<file path="src/rtl/vic_pkg.sv">
package vic_pkg;
   localparam int DATA_W   = 32;
   localparam int ADDR_W   = 3;
   localparam int VFIELD_W = 5;
   localparam int VFIELD_LSB = 11;

   localparam logic [ADDR_W-1:0] A_CTRL = 3'd0;
   localparam logic [ADDR_W-1:0] A_REQ  = 3'd1;
   localparam logic [ADDR_W-1:0] A_ENA  = 3'd2;
   localparam logic [ADDR_W-1:0] A_SVC  = 3'd3;
   localparam logic [ADDR_W-1:0] A_VEC  = 3'd4;
endpackage

</file>
<file path="src/rtl/vic_prio_sel.sv">
module vic_prio_sel #(
   parameter int NUM_SRC = 32,
   parameter int VW      = $clog2(NUM_SRC),
   parameter int RW      = VW + 1
) (
   input  logic [NUM_SRC-1:0] elig,
   input  logic [VW-1:0]      promo,
   output logic               cand_vld,
   output logic [VW-1:0]      cand_vec,
   output logic [RW-1:0]      cand_rank
);
   logic [VW-1:0] fixed_vec;
   logic          promo_hit;

   always_comb begin
      cand_vld  = 1'b0;
      fixed_vec = '0;
      for (int i = NUM_SRC - 1; i >= 1; i--) begin
         if (elig[i] && !cand_vld) begin
            cand_vld  = 1'b1;
            fixed_vec = VW'(i);
         end
      end
   end

   assign promo_hit = (promo != '0) && elig[promo];
   assign cand_vec  = promo_hit ? promo : fixed_vec;
   assign cand_rank = promo_hit ? RW'(NUM_SRC) : RW'(fixed_vec);
endmodule

</file>
<file path="src/rtl/vic_nest_gate.sv">
module vic_nest_gate #(
   parameter int NUM_SRC = 32,
   parameter int VW      = $clog2(NUM_SRC),
   parameter int RW      = VW + 1
) (
   input  logic [NUM_SRC-1:0] svc,
   input  logic [VW-1:0]      promo,
   input  logic               cand_vld,
   input  logic [RW-1:0]      cand_rank,
   output logic               active
);
   logic [RW-1:0] bit_rank [NUM_SRC];
   logic [RW-1:0] svc_rank;

   for (genvar g = 0; g < NUM_SRC; g++) begin : g_rank
      if (g == 0) begin : g_err
         assign bit_rank[g] = '0;
      end else begin : g_src
         assign bit_rank[g] = !svc[g] ? '0 :
                              (promo == VW'(g)) ? RW'(NUM_SRC) : RW'(g);
      end
   end

   always_comb begin
      svc_rank = '0;
      for (int i = 0; i < NUM_SRC; i++) begin
         if (bit_rank[i] > svc_rank) svc_rank = bit_rank[i];
      end
   end

   assign active = cand_vld && (cand_rank > svc_rank);
endmodule

</file>
<file path="src/rtl/vic_ctrl.sv">
module vic_ctrl
   import vic_pkg::*;
#(
   parameter int NUM_SRC = 32,
   parameter bit REQ_REG = 1'b1
) (
   input  logic               clk,
   input  logic               rst_n,
   input  logic [NUM_SRC-1:0] src_req,
   input  logic               reg_we,
   input  logic [ADDR_W-1:0]  reg_addr,
   input  logic [DATA_W-1:0]  reg_wdata,
   output logic [DATA_W-1:0]  reg_rdata,
   output logic               irq_o
);
   localparam int VW = (NUM_SRC > 1) ? $clog2(NUM_SRC) : 1;
   localparam int RW = VW + 1;

   if (NUM_SRC < 2 || NUM_SRC > DATA_W || (NUM_SRC & (NUM_SRC - 1)) != 0) begin : g_bad_cfg
      $error("vic_ctrl: NUM_SRC must be a power of two from 2 to 32");
   end
   if (VW > VFIELD_W) begin : g_bad_vw
      $error("vic_ctrl: vector does not fit the vector field");
   end

   logic               en_q;
   logic [VW-1:0]      promo_q;
   logic [NUM_SRC-1:0] pend;
   logic [NUM_SRC-1:0] mask_q;
   logic [NUM_SRC-1:0] svc_q;
   logic [NUM_SRC-1:0] svc_d;
   logic [VW-1:0]      vec_q;
   logic [NUM_SRC-1:0] elig;
   logic               cand_vld;
   logic [VW-1:0]      cand_vec;
   logic [RW-1:0]      cand_rank;
   logic               act_vld;
   logic               ack_fire;
   logic               w1c_fire;
   logic [NUM_SRC-1:0] req_live;

   assign req_live = {src_req[NUM_SRC-1:1], 1'b0};

   if (REQ_REG) begin : g_req_reg
      logic [NUM_SRC-1:0] pend_q;
      always_ff @(posedge clk or negedge rst_n) begin
         if (!rst_n) pend_q <= '0;
         else        pend_q <= req_live;
      end
      assign pend = pend_q;
   end else begin : g_req_comb
      assign pend = req_live;
   end

   assign elig     = pend & mask_q & ~svc_q;
   assign ack_fire = reg_we && (reg_addr == A_VEC) && reg_wdata[0];
   assign w1c_fire = reg_we && (reg_addr == A_SVC);

   vic_prio_sel #(.NUM_SRC(NUM_SRC), .VW(VW), .RW(RW)) u_sel (
      .elig      (elig),
      .promo     (promo_q),
      .cand_vld  (cand_vld),
      .cand_vec  (cand_vec),
      .cand_rank (cand_rank)
   );

   vic_nest_gate #(.NUM_SRC(NUM_SRC), .VW(VW), .RW(RW)) u_gate (
      .svc       (svc_q),
      .promo     (promo_q),
      .cand_vld  (cand_vld),
      .cand_rank (cand_rank),
      .active    (act_vld)
   );

   always_comb begin
      svc_d = svc_q;
      if (w1c_fire) svc_d = svc_q & ~reg_wdata[NUM_SRC-1:0];
      if (ack_fire && act_vld) svc_d[cand_vec] = 1'b1;
   end

   always_ff @(posedge clk or negedge rst_n) begin
      if (!rst_n) begin
         en_q    <= 1'b0;
         promo_q <= '0;
         mask_q  <= '0;
         svc_q   <= '0;
         vec_q   <= '0;
      end else begin
         svc_q <= svc_d;
         if (reg_we && reg_addr == A_CTRL) begin
            en_q    <= reg_wdata[0];
            promo_q <= reg_wdata[VW:1];
         end
         if (reg_we && reg_addr == A_ENA) mask_q <= reg_wdata[NUM_SRC-1:0];
         if (ack_fire) vec_q <= act_vld ? cand_vec : '0;
      end
   end

   always_comb begin
      reg_rdata = '0;
      case (reg_addr)
         A_CTRL:  reg_rdata = DATA_W'({promo_q, en_q});
         A_REQ:   reg_rdata = DATA_W'(pend);
         A_ENA:   reg_rdata = DATA_W'(mask_q);
         A_SVC:   reg_rdata = DATA_W'(svc_q);
         A_VEC:   reg_rdata = DATA_W'({VFIELD_W'(vec_q), {VFIELD_LSB{1'b0}}});
         default: reg_rdata = '0;
      endcase
   end

   assign irq_o = en_q && act_vld;
endmodule

</file>
<file path="config.mk">
export PLATFORM = sky130hd
export DESIGN_NAME = vic_ctrl
export DESIGN_NICKNAME = d
export VERILOG_FILES = /design/src/rtl/vic_pkg.sv /design/src/rtl/vic_prio_sel.sv /design/src/rtl/vic_nest_gate.sv /design/src/rtl/vic_ctrl.sv
export SDC_FILE = /design/constraint.sdc
export NUM_CORES = 1
export LEC_CHECK = 0
export BUFFER_PORTS_ARGS = -buffer_cell sky130_fd_sc_hd__clkbuf_2
export CAP_MARGIN = 20
export CORE_ASPECT_RATIO = 1.1
export CORE_MARGIN = 2
export CORE_UTILIZATION = 45
export CTS_CLUSTER_SIZE = 10
export DETAILED_ROUTE_END_ITERATION = 10
export PLACE_DENSITY_LB_ADDON = 0.2
export SLEW_MARGIN = 20
export SYNTH_ARGS = -nofsm -noshare
export SYNTH_HDL_FRONTEND = slang
export SYNTH_SLANG_ARGS = --single-unit
</file>
<file path="constraint.sdc">
create_clock -name clk -period 106 [get_ports clk]
set_input_delay 26.5 -clock clk [delete_from_list [all_inputs] [get_ports clk]]
set_output_delay 26.5 -clock clk [all_outputs]
set_load 0.02 [all_outputs]
</file>
# Word level (Yosys, flattened, before mapping)
# Index checks and enable logic that the tools add are counted.
[word_totals]
input_bits = 70
wordCells = 319
register_bits = 106
[op_classes]
n_eq_ne = 35
bitwise = 6
mux = 165
n_reduce_logical = 72
magnitude_cmp = 35
[op_table]
columns = ["op", "count"]
rows = [
  ["two-way mux 6 bit", 94],
  ["> comparator 6 bit", 31],
  ["two-way mux 5 bit", 33],
  ["one-hot mux 32 bit (5 select lines)", 1],
  ["bitwise AND 32 bit", 3],
  ["equality test 5 bit (second input constant)", 16],
  ["two-way mux 32 bit", 2],
  ["NOT 32 bit", 2],
  ["equality test 5 x 4 -> 1 bit (second input constant)", 8],
  ["logical AND 1 bit", 40],
  ["two-way mux 1 bit", 33],
  ["bitwise OR 32 bit", 1],
  ["logical NOT 1 bit", 30],
  ["equality test 5 x 3 -> 1 bit (second input constant)", 4],
  ["< comparator 5 x 6 -> 1 bit (second input constant)", 2],
  ["equality test 5 x 2 -> 1 bit (second input constant)", 2],
  ["equality test 3 x 2 -> 1 bit (second input constant)", 2],
  ["> comparator 6 x 1 -> 1 bit (second input constant)", 1],
  ["binary-select mux 1 bit (select 5 bit)", 1],
  ["demux 1 bit (select 5 bit)", 1],
  ["equality test 5 x 1 -> 1 bit (second input constant)", 1],
  ["greater-or-equal comparator 5 x 1 -> 1 bit (second input constant)", 1],
  ["nonzero test 5 bit", 1],
  ["equality test 3 x 1 -> 1 bit (second input constant)", 1],
  ["other kinds (2)", 2],
]

# Logic depth before layout (Yosys ltp)
# Gate-level depths: netlist of the first run.
[depth]
word_depth = 100
depth_mapped = 233
mapped_depth_nobuf = 229

# Hierarchy
# A second synthesis of the first run with hierarchy kept.
[hier_totals]
cells_unflattened = 1425
hier_area_um2 = 12052.8
[modules_own_cells]
columns = ["mod", "cells_each", "instances", "seq_area_each_um2", "area_each_um2"]
rows = [
  ["vic_nest_gate", 889, 1, 0.0, 6195.9],
  ["vic_ctrl", 428, 1, 2652.5, 5103.6],
  ["vic_prio_sel", 108, 1, 0.0, 753.2],
]

# Worst setup path after synthesis of the first run
# Ideal clock, no wire load.
[synth_timing]
path_kind = "reg-to-output"
from = "register promo_q[2]"
to = "output port irq_o"
path_stages_with_launch = 212
t_arrival_ns = 38.518
setup_slack_ns = 40.982
path_cell_list = "dfrtp_1 buf_4 clkbuf_1 nor4_1 nand2_1 ha_1 o21ai_0 a21oi_1 inv_1 ha_1 nand2_1 mux2i_1 or3_4 a21oi_2 ha_1 o21ai_0 nand2_1 mux2_2 (+176 left out) ha_1 o21a_1 o21ai_0 nand2b_1 a21oi_1 nor2b_1 o32a_1 o311ai_1 ha_1 nor2b_1 o21a_1 o21ai_0 nand2b_1 a21oi_1 nor2b_1 o22ai_1 a21oi_1 and2_1"
[synth_between]
elab_chain_len = 68
word_cells_on_any_way = 163
[synth_rtl]
columns = ["element", "line", "text"]
rows = [
  ["start: declaration", "vic_ctrl.sv:27", "logic [VW-1:0] promo_q;"],
  ["start signal: assignment", "vic_ctrl.sv:92", "promo_q <= reg_wdata[VW:1];"],
  ["equality test 5 x 1 -> 1 bit", "vic_nest_gate.sv:20", "(promo == VW'(g)) ? RW'(NUM_SRC) : RW'(g);"],
  ["two-way mux 6 bit", "vic_nest_gate.sv:20", ""],
  ["two-way mux 6 bit", "vic_nest_gate.sv:19", "assign bit_rank[g] = !svc[g] ? '0 :"],
  ["> comparator 6 x 1 -> 1 bit", "vic_nest_gate.sv:27", "if (bit_rank[i] > svc_rank) svc_rank = bit_rank[i];"],
  ["two-way mux 6 bit", "vic_nest_gate.sv:27", ""],
  ["> comparator 6 bit", "vic_nest_gate.sv:27", ""],
  ["two-way mux 6 bit", "vic_nest_gate.sv:27", ""],
  ["> comparator 6 bit", "vic_nest_gate.sv:27", ""],
  ["(+52 left out)", "n/a", ""],
  ["two-way mux 6 bit", "vic_nest_gate.sv:27", ""],
  ["> comparator 6 bit", "vic_nest_gate.sv:27", ""],
  ["two-way mux 6 bit", "vic_nest_gate.sv:27", ""],
  ["> comparator 6 bit", "vic_nest_gate.sv:27", ""],
  ["two-way mux 6 bit", "vic_nest_gate.sv:27", ""],
  ["> comparator 6 bit (*)", "vic_nest_gate.sv:31", "assign active = cand_vld && (cand_rank > svc_rank);"],
  ["logical AND 1 bit (*)", "vic_nest_gate.sv:31", ""],
  ["logical AND 1 bit (*)", "vic_ctrl.sv:111", "assign irq_o = en_q && act_vld;"],
  ["end: declaration", "vic_ctrl.sv:14", "output logic irq_o"],
]
# Mark *: on every way between the ends. The rest lies on a longest branch, timed or not. The select of a mux whose other input is x is not followed.

# Final worst setup path of the first run
[layout_timing]
from = "register promo_q[3]"
to = "output port irq_o"
# Same word-level chain as after synthesis.

==> results of run 1 <==
[worst max-delay path: cells and delay by family, from the launching register on]
kind,cells,cell delay (ps)
and+or+nand+nor,58,9500
adders and majority gates,28,8050
AOI/OAI and AO/OA,111,24010
DFF,1,930
buffers and inverters,7,760
muxes,8,2900
[through the flow]
stage	util	worst slack [ps]	instance area, um2	hold slack [ps]
2_1_floorplan	-	40980	11700	450
3_3_place_gp	0.486	34520	12600	485
3_5_place_dp	0.486	34040	12600	493
4_1_cts	0.497	33560	12900	509
5_1_grt	0.497	28930	12900	522
6_report	0.497	33000	12900	512
[worst min-delay path by stage]
stage | cells after the start | start | slack, ps | to
floorplan | 1 | vec_q[1]$_DFFE_PN0P_ | 450 | vec_q[1]$_DFFE_PN0P_
global placement | 2 | vec_q[4]$_DFFE_PN0P_ | 490 | vec_q[4]$_DFFE_PN0P_
detailed placement | 2 | vec_q[4]$_DFFE_PN0P_ | 490 | vec_q[4]$_DFFE_PN0P_
CTS | 2 | vec_q[4]$_DFFE_PN0P_ | 510 | vec_q[4]$_DFFE_PN0P_
global route | 1 | mask_q[0]$_DFFE_PN0P_ | 520 | mask_q[0]$_DFFE_PN0P_
finish | 1 | mask_q[0]$_DFFE_PN0P_ | 510 | mask_q[0]$_DFFE_PN0P_
[state kept, by name, indices dropped and copies added (netlist names)]
name and cells:
svc_q 32, vec_q 5, promo_q 5, en_q 1, g_req_reg.pend_q 31, mask_q 32
[metal layers]
metal,track usage,up-vias,part of all wire
met1,0.353,5430,0.45
li1,-,5496,-
met2,0.429,369,0.47
met5,0,-,0
met4,0.0676,0,0.024
met3,0.0280,56,0.060
[layout by cell type, fill, tap and decap left out, types with 11 or more instances in the layout]
master / count
ha_1: 110
nand3_1: 38
and2_1: 12
nor2_1: 121
nand3b_1: 20
mux4_2: 11
dfrtp_1: 106
nor2b_1: 27
a22oi_1: 29
and3_1: 24
nand2b_1: 17
mux2_2: 68
a211oi_1: 12
o21a_1: 14
mux2i_1: 26
a21o_1: 35
inv_1: 77
o22ai_1: 13
clkbuf_2: 100
nand4_1: 11
nor3_1: 12
nand2_1: 206
a21oi_1: 82
o21ai_0: 99
[cells in the mapped netlist, drive strengths merged (13+ instances only)]
cell    count  share of area
o22ai      14         0.0080
o31ai      13          0.011
clkbuf     24         0.0077
nand3b     20          0.013
nand2b     18          0.010
ha        110           0.12
and2       14         0.0077
mux2       70          0.068
and3       24          0.013
buf        14         0.0068
a211oi     17          0.014
nor2b      28          0.015
nand2     206          0.066
inv        78          0.025
mux2i      28          0.025
nor2      121          0.039
a21oi      89          0.040
a21o       36          0.023
a22oi      29          0.019
nor3       14         0.0068
o21ai     108          0.048
o21a       17          0.012
nand3      38          0.016
dfrtp     106           0.23
[cell families (layout without fill, tap and decap cells)]
logic type,count (synthesis),after routing,synth area share
buffers and inverters,116,203,0.0394
adders and majority gates,110,110,0.117
muxes,109,109,0.113
and+or+nand+nor,538,538,0.224
xor gates and xnor gates,2,2,0.00149
DFF,106,106,0.226
AOI/OAI and AO/OA,448,448,0.279
[final cells by class]
cell class,instances,area [um2],share of cell area
clock buffers,12,256,0.0199
clock inverters,4,35.0,0.00272
inverters,78,293,0.0227
multi-input cells,1207,8640,0.671
flip-flops and latches,106,2650,0.206
well taps,352,440,0.0342
repair buffers,109,568,0.0441
==> metrics, run 1 <==
post-route clock period utilization=0.689; Die Height=approximately 170 um; max_slew headroom=0.405; mapped cell area=0.0117 mm2; cts bufs inserted=9; CP Capture Type=output port; Clock Latency Late Sink=between 300 and 400 ps; CP Max Fanout=18; synthesized area per cell=between 8 and 9 um2; first-pass GRT wire length=about 57000 um; Worst EP arrival=~47000 ps; Synth cell types=roughly 110; CTS tree=done; Post-DRT Antenna Nets=0; PostCTS Resize Cnt=0; ys async rst share=1.00; CTS root buf=clkbuf_16; outcome=completed; Critical R2R Capture=svc_q[8]$_DFF_PN0_; Min-Delay Path Class=flop to flop; Die X=about 160 um; unrepaired setup endpoints after global routing=false; CTS Buffer Depth=2; # rows=between 60 and 70; initial drt markers=between 700 and 800; final setup TNS=0 ps; diodes inserted=0; final hold violations=0; initial antenna violation count=0; Initial Util=0.453; post-synthesis instance total=roughly 1400; R2R cell count=between 200 and 250; Seq cells post-synth=between 100 and 150; # Post-CTS Setup Buffers=0; net count after synthesis=between 1500 and 2000; Die Area=0.0274 mm2; input/output buffers=about 100; final-report setup violation count=0; largest net degree at the start of global routing=a little under 70; final wirelength=between 30000 and 40000 um; share of the yosys chip area belonging to registers=0.226; fillers=around 2600; Startpoint Class=flop; Setup Skew=9.73 ps; dpl cells=between 1500 and 2000; Area growth syn-to-layout=9.77%; Max Fclk=around 14 MHz; layout cells sized above 1=0.184; R2R Path Start=promo_q[3]$_DFFE_PN0P_; CP Class=flop to output port; H-tree depth=3; Max Cap Viol=0; clock slew at reported path FFs=around 70 ps; # hold bufs at CTS=0; Crit path top cell by count=ha_1; detailed placement HPWL=~28000 um; r2r setup slk=59030 ps; NumNets Final=1691; number of clock sinks=approximately 110; Worst-Margin Slew=893 ps; Via Count=about 11000; I/O pins=between 100 and 150; vias in the first global route=about 11000; number of synthesized flops with an enable pin=0; yosys warns=0; DRC errors left=0; most used flip-flop cell after synthesis=dfrtp_1; CP Capture Point=irq_o; critical path's slowest cell=dfrtp_1; drt wl/cell=roughly 19 um; CP peak stage delay=930 ps; final cell count without fillers=1868; DR pass1 iterations=5; global-route usage over all layers=0.257; Overflow after GRT=0; Core ar.=between 0.02 and 0.03 mm2; Worst Path Required=79500 ps; final slew viol count=0; GPL Wtd Cong=0.887; DR vias/cell=between 6 and 7; fin crit period=between 70000 and 80000 ps; CP startpoint=promo_q[3]$_DFFE_PN0P_
Power of run 1 is left out: the tool's default activity adds up to more than one toggle a clock period on the data nets, which glitch-free logic cannot reach.
==> run 2, diff against run 1 <==
--- a/config.mk
+++ b/config.mk
@@ -5,6 +5,7 @@
 export SDC_FILE = /design/constraint.sdc
 export NUM_CORES = 1
 export LEC_CHECK = 0
+export ABC_AREA = 1
 export BUFFER_PORTS_ARGS = -buffer_cell sky130_fd_sc_hd__clkbuf_2
 export CAP_MARGIN = 20
 export CORE_ASPECT_RATIO = 1.1
==> constraint.sdc (replaced) <==
create_clock -name clk -period 62.9 [get_ports clk]
set_input_delay 15.725 -clock clk [delete_from_list [all_inputs] [get_ports clk]]
set_output_delay 15.725 -clock clk [all_outputs]
set_load 0.02 [all_outputs]
==> run 2 against run 1 <==
First-iteration DRC count up 0.53%. Final area decreased by 9.9%. Global-route usage rose by 0.11 points. Non-clock buffer count rose by 1.
==> metrics, run 2 <==
outcome=completed; Die Area=about 0.024 mm2; final cell count without fillers=between 1500 and 2000; ys async rst share=1.00; input/output buffers=~100; Area contributors post-synth=dfrtp_1 (25%), ha_1 (13%), nand2_1 (12%), inv_1 (9.9%), o21ai_0 (6.9%); Worst EP arrival=32130 ps; # rows=58; Max Fclk=about 21 MHz; final wirelength=31000 um; mapped cell area=between 0.01 and 0.015 mm2; Worst-Margin Slew=1060 ps; R2R Path Start=promo_q[3]$_DFFE_PN0P_; PostCTS Resize Cnt=0; number of clock sinks=between 100 and 150; Die Height=~160 um; share of the synthesized area in the top cell type=0.255; post-synthesis instance total=1562; global routing usage on met2=0.447; fillers=approximately 2400; fin crit period=roughly 48000 ps; unrepaired setup endpoints after global routing=false; H-tree depth=3; Initial Util=0.457; diodes inserted=0; final setup TNS=0 ps; dpl cells=roughly 1900; top cells by count, synth=nand2_1 (333), inv_1 (275), o21ai_0 (143); CP Max Fanout=11; Critical R2R Capture=svc_q[2]$_DFF_PN0_; vias in the first global route=10100; CTS root buf=clkbuf_16; biggest regs=mask_q: 32 flops, svc_q: 32 flops, g_req_reg.pend_q: 31 flops; Min-Delay Path Class=flop to flop; detailed placement HPWL=24000 um; Synth area leader=dfrtp_1; max_slew headroom=0.295; delay-heaviest family, CP=simple AND/OR/NAND/NOR gates; area of the multi-input gates=0.00655 mm2; CP Class=flop to output port; number of synthesized flops with an enable pin=0; CTS tree=done; met3 usage in global routing=0.0324; Core ar.=around 0.023 mm2; cts bufs inserted=9; final-report setup violation count=0; busiest grt layer=met2; Hold Path Cell Cnt=2; # hold bufs at CTS=0; critical path's slowest cell=nor2_2; most common cell in the netlist=nand2_1; Seq cells post-synth=between 100 and 150; Startpoint Class=flop; clock slew at reported path FFs=70 ps; DR pass1 iterations=7; grt met1 use=0.324; CP Capture Point=irq_o; most frequent cells in the layout=nand2_1 (332), inv_1 (275), o21ai_0 (143), nor2_1 (123), ha_1 (110); Via Count=10600; Max Cap Viol=0; DRC errors left=0; Die X=149 um; CP Buf/Inv Count=37; register area=between 0.002 and 0.003 mm2; Worst Path Required=between 40000 and 50000 ps; largest net degree at the start of global routing=just over 60; commonest non-fill, non-tap cell in the layout=nand2_1; most used flip-flop cell after synthesis=dfrtp_1; Synth cell types=between 50 and 60; DR vias/cell=5.42; final slew viol count=0; Post-DRT Antenna Nets=0; r2r setup slk=30130 ps; initial antenna violation count=0; CP peak stage delay=approximately 540 ps; R2R cell count=between 200 and 250; net count after synthesis=1742; Clock Latency Late Sink=between 300 and 400 ps; Crit path top cell by count=nand2_1; final hold violations=0; CTS Buffer Depth=2; I/O pins=between 100 and 150; initial drt markers=757; Setup Skew=approximately 6.3 ps; Area growth syn-to-layout=11.5%; GPL Wtd Cong=0.931; NumNets Final=around 1800; synthesized area per cell=~6.7 um2; yosys warns=0; post-route clock period utilization=0.761; Overflow after GRT=0; layout cells sized above 1=0.150; first-pass GRT wire length=between 40000 and 50000 um; global-route usage over all layers=0.258; share of the yosys chip area belonging to registers=0.255; drt wl/cell=15.8 um; CP Capture Type=output port; # Post-CTS Setup Buffers=0; CP startpoint=promo_q[3]$_DFFE_PN0P_; cell depth of the worst setup path=232
## run 2: worst min-delay path by stage
| stage | startpoint | endpoint | slack [ps] |
|---|---|---|---|
| 2_1_floorplan | en_q$_DFFE_PN0P_ | en_q$_DFFE_PN0P_ | 450 |
| 3_3_place_gp | mask_q[24]$_DFFE_PN0P_ | mask_q[24]$_DFFE_PN0P_ | 460 |
| 3_5_place_dp | mask_q[10]$_DFFE_PN0P_ | mask_q[10]$_DFFE_PN0P_ | 470 |
| 4_1_cts | mask_q[10]$_DFFE_PN0P_ | mask_q[10]$_DFFE_PN0P_ | 490 |
| 5_1_grt | mask_q[10]$_DFFE_PN0P_ | mask_q[10]$_DFFE_PN0P_ | 520 |
| 6_report | mask_q[10]$_DFFE_PN0P_ | mask_q[10]$_DFFE_PN0P_ | 490 |
## run 2: per-layer routing
metal	up-vias	share of wire	wire, um
met4	0	0.034	1040
met5	-	0	0
met1	4913	0.43	13400
met2	315	0.47	14700
li1	5339	-	-
met3	69	0.058	1810
## run 2: cell families (layout without fill, tap and decap cells)
| group | after synthesis | in the layout | share of synthesized area |
|---|---|---|---|
| simple gates | 722 | 722 | 0.323 |
| buf+inv | 324 | 425 | 0.118 |
| compound gates | 300 | 300 | 0.172 |
| fa+ha+maj | 110 | 110 | 0.132 |
| flops | 106 | 106 | 0.255 |
## run 2: layout make-up
class | count | share of cell area
well taps | 300 | 0.0323
clock inverters | 6 | 0.00765
inverters | 299 | 0.0966
multi-input cells | 1132 | 0.564
clock buffers | 10 | 0.0206
repair buffers | 110 | 0.0506
flip-flops and latches | 106 | 0.228
## run 2: stage by stage
| stage | hold slack, ps | setup slack [ps] | cell area (um2) | util |
|---|---|---|---|---|
| 3_3_place_gp | 465 | 16050 | 11300 | 0.494 |
| 3_5_place_dp | 473 | 15620 | 11300 | 0.495 |
| 5_1_grt | 517 | 11270 | 11600 | 0.510 |
| 4_1_cts | 491 | 15100 | 11600 | 0.510 |
| 6_report | 486 | 15040 | 11600 | 0.510 |
| 2_1_floorplan | 453 | 19200 | 10400 | - |
## run 2: tightest hold or removal path, stage by stage (launching register included)
cell     delay (ps)
dfrtp_1         350
nand2_1          50
o21ai_0          50
Power of run 2 is left out for the same reason.
==> run 3, diff against run 2 <==
==> constraint.sdc (replaced) <==
create_clock -name clk -period 48.2 [get_ports clk]
set_input_delay 12.05 -clock clk [delete_from_list [all_inputs] [get_ports clk]]
set_output_delay 12.05 -clock clk [all_outputs]
set_load 0.02 [all_outputs]
==> run 3 against run 2 <==
Worst hold slack better by 1.2 ps. First-iteration DRC count is 0.53% higher. Critical path type unchanged. Non-clock buffer count stayed put. Critical endpoint unchanged. Core utilization is 0.15 points lower. Clock skew is 5.8 ps higher.
==> metrics, run 3 (synthesized netlist as in run 2, its figures left out) <==
outcome=completed; Die Height=approximately 160 um; R2R Path Start=promo_q[3]$_DFFE_PN0P_; clock slew at reported path FFs=~70 ps; CP startpoint=promo_q[3]$_DFFE_PN0P_; DR vias/cell=approximately 5.4; Critical R2R Capture=svc_q[2]$_DFF_PN0_; biggest regs=mask_q: 32 flops, svc_q: 32 flops, g_req_reg.pend_q: 31 flops; CTS root buf=clkbuf_16; most frequent cells in the layout=nand2_1 (332), inv_1 (275), o21ai_0 (143), nor2_1 (123), ha_1 (110); # Post-CTS Setup Buffers=0; max_slew headroom=0.251; Die Area=approximately 0.024 mm2; Max Cap Viol=0; commonest non-fill, non-tap cell in the layout=nand2_1; global routing usage on met2=0.449; # hold bufs at CTS=0; r2r setup slk=between 15000 and 20000 ps; busiest grt layer=met2; Die X=149 um; cell area after layout=0.0116 mm2; input/output buffers=just over 100; Worst Path Required=36150 ps; final wirelength=between 30000 and 40000 um; largest net degree at the start of global routing=61; Initial Util=0.457; Via Count=roughly 11000; final hold violations=0; Area growth syn-to-layout=11.2%; initial drt markers=about 760; area of the multi-input gates=around 0.0065 mm2; Hold Path Cell Cnt=2; grt met1 use=0.321; final setup TNS=0 ps; CP Max Fanout=11; DRC errors left=0; H-tree depth=3; fin crit period=around 44000 ps; PnR worst setup slack=between 3000 and 4000 ps; Clock Latency Late Sink=approximately 370 ps; Startpoint Class=flop; global-route usage over all layers=0.256; final slew viol count=0; number of clock sinks=approximately 110; # rows=58; detailed placement HPWL=about 24000 um; area post-placement=between 0.01 and 0.015 mm2; delay-heaviest family, CP=simple AND/OR/NAND/NOR gates; CP peak stage delay=around 570 ps; register area=approximately 0.0027 mm2; NumNets Final=between 1500 and 2000; cts bufs inserted=9; WHS=between 400 and 500 ps; worst slack, placed=about 4500 ps; vias in the first global route=around 10000; CP Capture Type=output port; CTS Buffer Depth=2; critical path's slowest cell=nor2_2; hold path endpoint=mask_q[10]$_DFFE_PN0P_; post-route clock period utilization=0.920; Overflow after GRT=0; CP Buf/Inv Count=36; Core ar.=~0.023 mm2; CP Class=flop to output port; drt wl/cell=about 16 um; worst hold path startpoint=mask_q[10]$_DFFE_PN0P_; Crit path top cell by count=nand2_1; DR pass1 iterations=5; R2R cell count=233; fillers=2306; Post-DRT Antenna Nets=0; I/O pins=103; first-pass GRT wire length=49100 um; GPL Wtd Cong=0.936; layout cells sized above 1=0.149; diodes inserted=0; unrepaired setup endpoints after global routing=false; CTS tree=done; Max Fclk=between 20 and 25 MHz; PostCTS Resize Cnt=0; Min-Delay Path Class=flop to flop; met3 usage in global routing=0.0408; Setup Skew=12.1 ps; initial antenna violation count=0; Worst-Margin Slew=about 1100 ps; Worst EP arrival=between 30000 and 40000 ps; final-report setup violation count=0
## run 3: worst max-delay path by stage
stage	endpoint	slack [ps]	cells after the start
detailed placement	irq_o	4540	230
global route	irq_o	150	240
finish	irq_o	3880	232
CTS	irq_o	4050	227
floorplan	irq_o	8180	231
global placement	irq_o	5020	232
## run 3: routing by layer
layer | vias to the layer above | wire (um)
li1 | 5339 | -
met1 | 4881 | 13600
met2 | 275 | 14800
met3 | 56 | 1740
met4 | 0 | 807
met5 | - | 0
## run 3: through the flow
| stage | utilization | cells |
|---|---|---|
| floorplan | - | 1562 |
| global placement | 0.494 | 1946 |
| detailed placement | 0.495 | 1947 |
| CTS | 0.508 | 1963 |
| global route | 0.508 | 1963 |
| finish | 0.508 | 1963 |
## run 3: tightest hold or removal path, delay by kind of cell, from the launching register on
| kind | cells | cell delay, ps |
|---|---|---|
| compound gates | 1 | 60 |
| flops | 1 | 350 |
| simple gates | 1 | 50 |
## run 3: cell type report
cell class | instances | share of cell area
multi-input cells | 1132 | 0.565
clock inverters | 6 | 0.00562
inverters | 299 | 0.0969
clock buffers | 10 | 0.0198
flip-flops and latches | 106 | 0.229
repair buffers | 110 | 0.0508
well taps | 300 | 0.0324
Power of run 3 is left out for the same reason.
